<file path="src/rtl/psg_pkg.sv">
package psg_pkg;
  localparam int unsigned N_PAIRS  = 3;
  localparam int unsigned N_HC_REQ = 3;
  localparam int unsigned N_FLAGS  = N_PAIRS + N_HC_REQ + 1;
  localparam int unsigned HC_PINS  = 2 * N_PAIRS;
  // flag layout: shorts, then hc requests, then ch0 request
  localparam int unsigned F_REQ0 = N_PAIRS;
  localparam int unsigned F_CH0  = N_PAIRS + N_HC_REQ;
endpackage

</file>
<file path="src/rtl/psg_req_sync.sv">
module psg_req_sync #(
  parameter int unsigned STAGES = 2
) (
  input  logic clk_i,
  input  logic rst_ni,
  input  logic req_ni,
  output logic qual_o
);
  // STAGES sync flops plus one history flop
  logic [STAGES:0] sh_q;

  always_ff @(posedge clk_i or negedge rst_ni) begin
    if (!rst_ni) sh_q <= '1;
    else         sh_q <= {sh_q[STAGES-1:0], req_ni};
  end

  assign qual_o = ~sh_q[STAGES] & ~sh_q[STAGES-1];

  assert_req_held_R7: assert property (@(posedge clk_i) disable iff (!rst_ni)
    qual_o |-> ($past(!req_ni, STAGES) && $past(!req_ni, STAGES + 1)));
endmodule

</file>
<file path="src/rtl/psg_pair_cmp.sv">
module psg_pair_cmp (
  input  logic a_i,
  input  logic b_i,
  input  logic pol_hi_i,
  input  logic func_ok_i,
  input  logic en_i,
  output logic hit_o
);
  logic both_act;
  assign both_act = (a_i == pol_hi_i) && (b_i == pol_hi_i);
  assign hit_o    = en_i & func_ok_i & both_act;
endmodule

</file>
<file path="src/rtl/psg_flag_bank.sv">
module psg_flag_bank #(
  parameter int unsigned N = 7
) (
  input  logic         clk_i,
  input  logic         rst_ni,
  input  logic [N-1:0] set_i,
  input  logic [N-1:0] clr_i,
  output logic [N-1:0] flag_o
);
  logic [N-1:0] flag_q;

  // live trigger wins over clear
  always_ff @(posedge clk_i or negedge rst_ni) begin
    if (!rst_ni) flag_q <= '0;
    else         flag_q <= set_i | (flag_q & ~clr_i);
  end

  assign flag_o = flag_q;

  for (genvar i = 0; i < N; i++) begin : g_chk
    assert_flag_set_R6: assert property (@(posedge clk_i) disable iff (!rst_ni)
      set_i[i] |=> flag_o[i]);
    assert_flag_sticky_R10: assert property (@(posedge clk_i) disable iff (!rst_ni)
      (flag_o[i] && !clr_i[i]) |=> flag_o[i]);
  end
endmodule

</file>
<file path="src/rtl/pwm_short_guard.sv">
module pwm_short_guard
  import psg_pkg::*;
#(
  parameter int unsigned CH0_PINS    = 4,
  parameter int unsigned SYNC_STAGES = 2
) (
  input  logic                clk_i,
  input  logic                rst_ni,
  input  logic [HC_PINS-1:0]  pwm_i,
  input  logic                pol_hi_i,
  input  logic [N_PAIRS-1:0]  func_ok_i,
  input  logic [N_PAIRS-1:0]  cmp_en_i,
  input  logic [N_HC_REQ-1:0] hc_req_ni,
  input  logic                ch0_req_ni,
  input  logic [N_FLAGS-1:0]  clr_i,
  output logic [HC_PINS-1:0]  hc_oe_o,
  output logic [CH0_PINS-1:0] ch0_oe_o,
  output logic [N_FLAGS-1:0]  flag_o
);
  logic [N_PAIRS-1:0]  cen_q;
  logic                run_q;
  logic [N_PAIRS-1:0]  short_hit;
  logic [N_HC_REQ-1:0] hc_qual;
  logic                ch0_qual;
  logic [N_FLAGS-1:0]  set_vec;
  logic                hc_hiz, ch0_hiz;

  always_ff @(posedge clk_i or negedge rst_ni) begin
    if (!rst_ni) begin
      cen_q <= '0;
      run_q <= 1'b0;
    end else begin
      cen_q <= cmp_en_i;
      run_q <= 1'b1;
    end
  end

  for (genvar p = 0; p < N_PAIRS; p++) begin : g_pair
    psg_pair_cmp i_cmp (
      .a_i       (pwm_i[2*p]),
      .b_i       (pwm_i[2*p+1]),
      .pol_hi_i  (pol_hi_i),
      .func_ok_i (func_ok_i[p]),
      .en_i      (cen_q[p]),
      .hit_o     (short_hit[p])
    );
  end

  for (genvar r = 0; r < N_HC_REQ; r++) begin : g_req
    psg_req_sync #(.STAGES(SYNC_STAGES)) i_sync (
      .clk_i  (clk_i),
      .rst_ni (rst_ni),
      .req_ni (hc_req_ni[r]),
      .qual_o (hc_qual[r])
    );
  end

  psg_req_sync #(.STAGES(SYNC_STAGES)) i_ch0_sync (
    .clk_i  (clk_i),
    .rst_ni (rst_ni),
    .req_ni (ch0_req_ni),
    .qual_o (ch0_qual)
  );

  assign set_vec = {ch0_qual, hc_qual, short_hit};

  psg_flag_bank #(.N(N_FLAGS)) i_flags (
    .clk_i  (clk_i),
    .rst_ni (rst_ni),
    .set_i  (set_vec),
    .clr_i  (clr_i),
    .flag_o (flag_o)
  );

  // enables fall combinationally on a live trigger
  assign hc_hiz   = (|flag_o[F_CH0-1:0]) | (|short_hit) | (|hc_qual);
  assign ch0_hiz  = flag_o[F_CH0] | ch0_qual;
  assign hc_oe_o  = {HC_PINS{run_q & ~hc_hiz}};
  assign ch0_oe_o = {CH0_PINS{run_q & ~ch0_hiz}};

  assert_short_hiz_R6: assert property (@(posedge clk_i) disable iff (!rst_ni)
    (|short_hit) |-> (hc_oe_o == '0));
  assert_ch0_hiz_R8: assert property (@(posedge clk_i) disable iff (!rst_ni)
    ch0_qual |-> (ch0_oe_o == '0));
  assert_req_hiz_R7: assert property (@(posedge clk_i) disable iff (!rst_ni)
    (|hc_qual) |-> (hc_oe_o == '0));
endmodule

</file>
<file path="config.mk">
export PLATFORM = sky130hd
export DESIGN_NAME = pwm_short_guard
export DESIGN_NICKNAME = d
export VERILOG_FILES = /design/src/rtl/psg_pkg.sv /design/src/rtl/psg_req_sync.sv /design/src/rtl/psg_pair_cmp.sv /design/src/rtl/psg_flag_bank.sv /design/src/rtl/pwm_short_guard.sv
export SDC_FILE = /design/constraint.sdc
export NUM_CORES = 1
export LEC_CHECK = 0
export ABC_AREA = 1
export BUFFER_PORTS_ARGS = -buffer_cell sky130_fd_sc_hd__buf_2
export CORE_UTILIZATION = 39
export CTS_BUF_LIST = sky130_fd_sc_hd__clkbuf_4 sky130_fd_sc_hd__clkbuf_8 sky130_fd_sc_hd__clkbuf_16
export CTS_CLUSTER_DIAMETER = 200
export CTS_CLUSTER_SIZE = 30
export DETAILED_ROUTE_END_ITERATION = 6
export PLACE_DENSITY = 0.72
export SYNTH_ARGS = -nofsm -noshare
export SYNTH_HDL_FRONTEND = slang
export SYNTH_SLANG_ARGS = --single-unit
</file>
<file path="constraint.sdc">
create_clock -name clk_i -period 1.5 [get_ports clk_i]
set_clock_uncertainty 0.2 [all_clocks]
set_input_delay 0.3 -clock clk_i [delete_from_list [all_inputs] [get_ports clk_i]]
set_output_delay 0.3 -clock clk_i [all_outputs]
set_load 0.05 [all_outputs]
</file>
Yosys cells after proc, flatten, opt, wreduce, memory -nomap -nowiden

Index checks and enable logic that the tools add are counted.

Add/subtract/negate cells: 0
Multipliers: 0
Divide/modulo/power cells: 0
Order comparisons: 0
Equal/unequal tests: 6
Shift operators: 0
Mux-type cells: 0
Bitwise gates (word level): 28
Reductions and logical operators: 6

Operators by type and width:

| operator            | count |
|---|---|
| AND 1 bit           | 12 |
| NOT 1 bit           | 10 |
| AND 7 bit           | 1 |
| NOT 7 bit           | 1 |
| bitwise OR 7 bit    | 1 |
| equality test 1 bit | 6 |
| OR reduction 3 bit  | 2 |
| OR reduction 6 bit  | 1 |
| logical AND 1 bit   | 3 |
| bitwise OR 1 bit    | 3 |

Register bits: 23
Bits in latches: 0
RAM bits: 0
ROM bits: 0
Input port bits: 26
Output and inout bits: 17
Logic and storage cells: 47
Memories kept: 0

Depth between registers and ports, before layout

Gate-level depths: netlist of the first run.

Depth in word-level cells: 8
Mapped depth: 7
Mapped depth without buffers: 6

By module

From an unflattened synthesis of the first run, not the netlist that was laid out.

Cell total of the unflattened synthesis: 99
Area, all modules: 932.1 um^2

By module, submodules not included:

| module          | instances | cells an instance | area an instance (um^2) | seq. area each (um^2) |
|---|---|---|---|---|
| psg_req_sync    | 4         | 4                 | 82.6                    | 78.8 |
| psg_flag_bank   | 1         | 35                | 280.3                   | 175.2 |
| pwm_short_guard | 1         | 30                | 235.2                   | 100.1 |
| psg_pair_cmp    | 3         | 6                 | 28.8                    | 0.0 |

Worst setup path before layout of the first run

OpenSTA, ideal clock, no wires.

Path kind: register to output
From: reg i_flags.flag_q[2], in the netlist i_flags.flag_o[2]
To: out hc_oe_o[1]
Arrival: 2070 ps
Required time: 1000 ps
Slack: -1070 ps
Stages on the path, launching flop included: 7
Buffers on the path: 1
Cells stage by stage: dfrtp_1 -> nor2_1 -> nand2_1 -> nor2_1 -> nand3_1 -> nor2_1 -> buf_4

Cells in the longest elaborated chain, start to end: 5

RTL lines:

| element                       | line                  | text |
|---|---|---|
| start: declaration            | psg_flag_bank.sv:10   | `logic [N-1:0] flag_q;` |
| start signal: assignment      | psg_flag_bank.sv:15   | `else flag_q <= set_i \| (flag_q & ~clr_i);` |
| OR reduction 6 bit            | pwm_short_guard.sv:76 | `assign hc_hiz = (\|flag_o[F_CH0-1:0]) \| (\|short_hit) \| (\|hc_qual);` |
| bitwise OR 1 bit (2 in a row) | pwm_short_guard.sv:76 |  |
| NOT 1 bit                     | pwm_short_guard.sv:78 | `assign hc_oe_o = {HC_PINS{run_q & ~hc_hiz}};` |
| AND 1 bit                     | pwm_short_guard.sv:78 |  |
| end: declaration              | pwm_short_guard.sv:16 | `output logic [HC_PINS-1:0] hc_oe_o,` |

Every way passes these cells.

Worst setup path after layout of the first run

From: reg g_req[0].i_sync.sh_q[1]
To: out hc_oe_o[3]

Cells in the longest elaborated chain, start to end: 6

RTL lines:

| element                  | line                  | text |
|---|---|---|
| start: declaration       | psg_req_sync.sv:10    | `logic [STAGES:0] sh_q;` |
| start signal: assignment | psg_req_sync.sv:14    | `else sh_q <= {sh_q[STAGES-1:0], req_ni};` |
| NOT 1 bit                | psg_req_sync.sv:17    | `assign qual_o = ~sh_q[STAGES] & ~sh_q[STAGES-1];` |
| AND 1 bit                | psg_req_sync.sv:17    |  |
| OR reduction 3 bit       | pwm_short_guard.sv:76 |  |
| bitwise OR 1 bit         | pwm_short_guard.sv:76 |  |
| NOT 1 bit                | pwm_short_guard.sv:78 |  |
| AND 1 bit                | pwm_short_guard.sv:78 |  |

Every way passes these cells.

==> flow_summary.json, run 1 <==
{
  "status": "finished, violations left",
  "violations": "setup timing",
  "synth_top_family_by_area": "simple AND/OR/NAND/NOR gates",
  "area_growth_pct": 67.56,
  "root_buffer": "clkbuf_4",
  "dp_worst_setup_slack_ns": -0.3202,
  "grt_max_degree": 24,
  "start_util_pct": 43.44,
  "worstSetupStartpointType": "register",
  "drc": 0,
  "synth_xor_area_share_pct": 0,
  "syn_inst": 89,
  "antenna_found_initial": 0,
  "fin_util_pct": 72.79,
  "synth_fa_ha_area_share_pct": 0,
  "endpoint": "hc_oe_o[3]",
  "gr-total-overflow": 0,
  "synthSimpleGateAreaFrac_pct": 14.25,
  "synth.top_cell.area_share_pct": 35.54,
  "synthMuxAreaShare_pct": 0,
  "worst-r2r-setup-slack_ns": 0.37,
  "dr.pass1.iters": 4,
  "synth_area_leaders": "dfstp_2 (36%), dfrtp_1 (31%), inv_1 (7.2%), nand2_1 (7.2%), buf_4 (6.8%)",
  "ys_types": 10,
  "seqPwrFrac_pct": 52.7,
  "path_max_fanout": 6,
  "slew_violations": 0,
  "clk_pin_slew_worst_paths_ns": 0.12,
  "cts_num_sinks": 23,
  "regArea_um2": 599.3,
  "place_area_um2": 1159,
  "setup_violations": 10,
  "dpl.hpwl_um": 1196,
  "most-common-layout-cells": "buf_2 (27), inv_1 (15), nand2_1 (15), dlygate4sd3_1 (15)",
  "vias": 754,
  "max_freq_ghz": 0.4720,
  "antennaDiodeCount": 0,
  "crit_path_start": "g_req[0].i_sync.sh_q[1]",
  "rsz0062_at_grt": "yes",
  "io_buffers": 42,
  "synth_compound_area_share_pct": 4.795,
  "stdcell_count": 179,
  "synth_nets": 115,
  "grt_pass1_wl_um": 3125,
  "syn_avg_cell_area_um2": 9.967,
  "drive_above_1_share_pct": 53.95,
  "cp-end-kind": "output pin",
  "r2r_start": "g_req[2].i_sync.sh_q[1]",
  "comb_power_share_pct": 25.1,
  "intPower_mw": 0.9411,
  "rows": 16,
  "p_clk_share_pct": 22.2,
  "die_area_um2": 2469,
  "fin_ws_ns": -0.6185,
  "ant_nets": 0,
  "die_h_um": 49.69,
  "seq_area_frac_synth_pct": 66.57,
  "p_sw_mw": 0.3723,
  "placedCellCount": 158,
  "period_share_pct": 141.2,
  "crit_type": "register to output pin",
  "grt_pass1_vias": 757,
  "fill_cells": 155,
  "wl_um": 1819,
  "drtIter0Drc": 12,
  "cellPowerDensity_nw_per_um2": 883.6,
  "multiInputGateArea_um2": 196.4,
  "mostFrequentLayoutCell": "buf_2",
  "final_nets": 179,
  "reg2reg_to": "i_flags.flag_o[5]",
  "die_w_um": 49.69,
  "insertion_delay_ns": 0.30,
  "place_congestion": 0.6991,
  "yosysTopAreaCell": "dfstp_2",
  "cts_buffer_depth": 2,
  "viasPerCell": 4.212,
  "critPathArrivalTime_ns": 1.62,
  "netSwitchingFraction_pct": 28.35,
  "finalHoldViolations": 0,
  "synth_seq_cells": 23,
  "rr_worst_depth": 4,
  "yosysWarningCount": 0,
  "netlist_area_um2": 887.1,
  "htreeDepth": 1,
  "numCtsBuffers": 3,
  "cap_violations": 0,
  "peakVddDrop_mv": 0.7096,
  "hold_slack_ns": 0.1170,
  "routedWlPerCell_um": 10.16,
  "hold_class": "primary input to register",
  "fin_crit_ns": 2.119,
  "core_area_um2": 2042,
  "io_pins": 43,
  "p_leak_nw": 0.7633,
  "cp_data_required_time_ns": 1.00,
  "cts_tree": "built",
  "postLayoutCellArea_um2": 1486,
  "grt.total_usage_pct": 17.15
}
[worst min path at each step]
| stage | from | endpoint | slack, ns | cells past startpoint |
|---|---|---|---|---|
| finish | func_ok_i[2] | i_flags.flag_o[2] | 0.12 | 5 |
| global route | func_ok_i[0] | i_flags.flag_o[0] | 0.13 | 5 |
| CTS | func_ok_i[0] | i_flags.flag_o[0] | 0.1 | 5 |
| detailed placement | rst_ni | cen_q[2] | 0.09 | 1 |
| global placement | rst_ni | cen_q[2] | 0.08 | 1 |
| floorplan | rst_ni | cen_q[0] | -0.20 | 0 |
[synthesized netlist by cell type]
master	number
buf_4	8
dfstp_2	12
inv_1	17
o21ai_0	6
nand3_1	5
conb_1	1
nor2_1	10
dfrtp_1	11
o22ai_1	2
nand2_1	17
[through the flow]
stage	TNS (ns)	power, mW
6_report	-4.733	1.313
5_1_grt	-5.640	1.377
4_1_cts	-4.756	1.317
3_5_place_dp	-1.907	0.9482
3_3_place_gp	-1.683	0.9431
2_1_floorplan	-3.191	0.8654
[power groups by stage]
stage	Sequential, mW	Combinational, mW	Clock [mW]
3_3_place_gp	0.699	0.244	0
5_1_grt	0.697	0.353	0.327
3_5_place_dp	0.701	0.247	0
4_1_cts	0.691	0.319	0.306
2_1_floorplan	0.754	0.111	0
6_report	0.692	0.329	0.292
[worst max-delay path, cell delays in order, from the launching register on]
cell,delay (ns)
dfstp_2,0.56
inv_2,0.04
nand2_2,0.05
nand2_1,0.05
nor2_1,0.08
nand3_1,0.13
nor2_4,0.22
buf_6,0.20
[timing repair]
action,4_1_cts,5_1_grt
setup buffers,4,3
hold endpoints to repair,25,0
resized for setup,33,13
gates cloned,0,0
pin swaps,1,1
hold buffers,15,0
setup endpoints to repair,14,15
[layout make-up]
type	instances	share of cell area [%]
Clock buffer	4	2.020
Inverter	17	4.293
Multi-Input combinational cell	41	13.22
Sequential cell	23	40.32
Tap cell	27	2.273
Timing Repair Buffer	67	37.88
[state kept, by name, summed over array words and instances (netlist names)]
| name | cells |
|---|---|
| run_q | 1 |
| cen_q | 3 |
| i_ch0_sync.sh_q | 3 |
| i_flags.flag_o | 7 |
| g_req.i_sync.sh_q | 9 |
[kinds of logic (layout without fill, tap and decap cells)]
kind of cell / Yosys count / in the layout
other cells: 1 / 1
flops: 23 / 23
compound gates: 8 / 8
buf+inv: 25 / 88
simple gates: 32 / 32
[layer usage]
layer | routed length, um | track usage [%]
met5 | 0 | 0
met3 | 60 | 3.704
met2 | 997 | 30.86
met4 | 0 | 5.714
met1 | 760 | 19.96
Power figures use the tool's default switching activity.
==> inputs of run 2 (changes only) <==
--- a/config.mk
+++ b/config.mk
@@ -7,12 +7,12 @@
 export LEC_CHECK = 0
 export ABC_AREA = 1
 export BUFFER_PORTS_ARGS = -buffer_cell sky130_fd_sc_hd__buf_2
-export CORE_UTILIZATION = 39
-export CTS_BUF_LIST = sky130_fd_sc_hd__clkbuf_4 sky130_fd_sc_hd__clkbuf_8 sky130_fd_sc_hd__clkbuf_16
+export CORE_UTILIZATION = 40
+export CTS_BUF_LIST = sky130_fd_sc_hd__clkbuf_2
 export CTS_CLUSTER_DIAMETER = 200
 export CTS_CLUSTER_SIZE = 30
 export DETAILED_ROUTE_END_ITERATION = 6
-export PLACE_DENSITY = 0.72
+export PLACE_DENSITY = 0.71
 export SYNTH_ARGS = -nofsm -noshare
 export SYNTH_HDL_FRONTEND = slang
 export SYNTH_SLANG_ARGS = --single-unit
==> constraint.sdc (replaced) <==
create_clock -name clk_i -period 2.6 [get_ports clk_i]
set_clock_uncertainty 0.2 [all_clocks]
set_input_delay 0.52 -clock clk_i [delete_from_list [all_inputs] [get_ports clk_i]]
set_output_delay 0.52 -clock clk_i [all_outputs]
set_load 0.05 [all_outputs]
==> run 2 against run 1 <==
Against the previous run:
- the run now ends clean
- total power fell by 50%
- largest power group unchanged
- routed wire length is 25% lower
- clock-buffer cell count is 1 lower
- die area fell by 2.4%
- cell count down 13%
- cell area decreased by 25%
==> flow_summary.json, run 2 (same netlist as run 1, synthesis figures left out) <==
{
  "status": "finished, final reports clean",
  "final_nets": 156,
  "clk_pin_slew_worst_paths_ns": 0.20,
  "intPower_mw": 0.4582,
  "stdcell_count": 156,
  "insertion_delay_ns": 0.32,
  "fin_util_pct": 55.07,
  "crit_type": "register to output pin",
  "path_max_fanout": 6,
  "vias": 632,
  "worstSetupStartpointType": "register",
  "post_cts_buffers": 0,
  "fin_crit_ns": 2.393,
  "hold_class": "primary input to register",
  "grt_max_degree": 24,
  "netSwitchingFraction_pct": 30.46,
  "io_pins": 43,
  "comb_power_share_pct": 19.3,
  "p_sw_mw": 0.2007,
  "start_util_pct": 43.87,
  "multiInputGateArea_um2": 175.2,
  "crit_path_start": "g_req[0].i_sync.sh_q[1]",
  "reg2reg_to": "i_flags.flag_o[5]",
  "setup_violations": 0,
  "r2r_start": "g_req[2].i_sync.sh_q[1]",
  "drc": 0,
  "cap_violations": 0,
  "period_share_pct": 92.04,
  "peakVddDrop_mv": 0.3134,
  "antenna_found_initial": 0,
  "root_buffer": "clkbuf_2",
  "finalHoldViolations": 0,
  "dr.pass1.iters": 4,
  "grt.total_usage_pct": 13.42,
  "cts_buffer_depth": 2,
  "core_area_um2": 2022,
  "cts_tree": "built",
  "drtIter0Drc": 9,
  "place_congestion": 0.7057,
  "seqPwrFrac_pct": 60.2,
  "ant_nets": 0,
  "cts_resized": 0,
  "worst-r2r-setup-slack_ns": 1.57,
  "grt_pass1_wl_um": 2408,
  "most-common-layout-cells": "buf_2 (42), inv_1 (17), nand2_1 (17), dfstp_2 (12), dfrtp_1 (11)",
  "grt_pass1_vias": 622,
  "endpoint": "hc_oe_o[5]",
  "dpl.hpwl_um": 1086,
  "die_area_um2": 2410,
  "io_buffers": 42,
  "mostFrequentLayoutCell": "buf_2",
  "fill_cells": 197,
  "top_register": "g_req.i_sync.sh_q",
  "wl_um": 1373,
  "die_w_um": 49.10,
  "critPathArrivalTime_ns": 1.67,
  "rr_worst_depth": 3,
  "cts_num_sinks": 23,
  "slew_violations": 0,
  "routedWlPerCell_um": 8.801,
  "p_leak_nw": 0.6423,
  "rows": 16,
  "antennaDiodeCount": 0,
  "largest_reg_flops": 9,
  "die_h_um": 49.10,
  "hold_depth": 1,
  "placedCellCount": 150,
  "fin_ws_ns": 0.2070,
  "cp_data_required_time_ns": 1.88,
  "max_freq_ghz": 0.4179,
  "timing.setup.tns_ns": 0,
  "cp-end-kind": "output pin",
  "p_clk_share_pct": 20.5,
  "drive_above_1_share_pct": 45.74,
  "regArea_um2": 590.6,
  "cellPowerDensity_nw_per_um2": 591.7,
  "gr-total-overflow": 0,
  "area_growth_pct": 25.53,
  "viasPerCell": 4.051,
  "rsz0062_at_grt": "no",
  "htreeDepth": 1,
  "numCtsBuffers": 3,
  "p_total_mw": 0.6589,
  "dp_worst_setup_slack_ns": 0.4568
}
run 2: cell types whose count changed in the layout (fill, tap and decap cells not counted), moves of 4 or more:
cell,previous run,this run
buf_4,7,0
dlygate4sd3_1,15,2
clkbuf_4,4,0
dfrtp_2,7,0
dfrtp_1,4,11
buf_8,6,0
buf_6,12,0
buf_2,27,42
run 2: how the worst min path moves through the flow:
stage | startpoint | end | slack [ns]
floorplan | rst_ni | cen_q[0] | 0.02
CTS | hc_req_ni[1] | g_req[1].i_sync.sh_q[0] | 0.03
global placement | i_ch0_sync.sh_q[0] | i_ch0_sync.sh_q[1] | 0.15
detailed placement | g_req[2].i_sync.sh_q[0] | g_req[2].i_sync.sh_q[1] | 0.15
global route | hc_req_ni[1] | g_req[1].i_sync.sh_q[0] | 0.001
finish | hc_req_ni[0] | g_req[0].i_sync.sh_q[0] | 0.07
run 2: area by class of cell:
class	count	area share, %
clock inverters	1	0.4494
repair buffers	44	20.67
clock buffers	3	1.348
multi-input cells	41	15.73
flip-flops and latches	23	53.03
inverters	17	5.730
well taps	27	3.034
run 2: repair_timing:
| item | 4_1_cts | 5_1_grt |
|---|---|---|
| hold buffers | 1 | 1 |
| setup endpoints to repair | 0 | 0 |
| hold endpoints to repair | 11 | 1 |
run 2: metrics by stage:
step | cell area, um^2 | hold slack (ns)
after floorplan | 889.6 | 0.02441
after global placement | 1074 | 0.1458
after detailed placement | 1074 | 0.1469
after CTS | 1104 | 0.03163
after global routing | 1114 | 0.001479
final | 1114 | 0.06584
run 2: routing by layer:
metal	up-vias	track usage (%)	share of wire (%)
met4	0	7.353	0
met2	20	21.00	49
met5	-	0	0
li1	337	-	-
met1	275	16.49	46
met3	0	4.050	5.2
run 2: critical path, stage by stage (launching register included):
cell and delay (ns):
dfstp_2 0.57, inv_1 0.03, nand2_1 0.06, nand2_1 0.05
nor2_1 0.08, nand3_1 0.10, nor2_2 0.16, buf_2 0.29
run 2: power by group through the flow:
| stage | logic [mW] | clock network [mW] | registers (mW) |
|---|---|---|---|
| floorplan | 0.0576 | 0 | 0.432 |
| global placement | 0.124 | 0 | 0.402 |
| detailed placement | 0.126 | 0 | 0.403 |
| CTS | 0.128 | 0.148 | 0.397 |
| global route | 0.137 | 0.165 | 0.400 |
| finish | 0.127 | 0.135 | 0.397 |
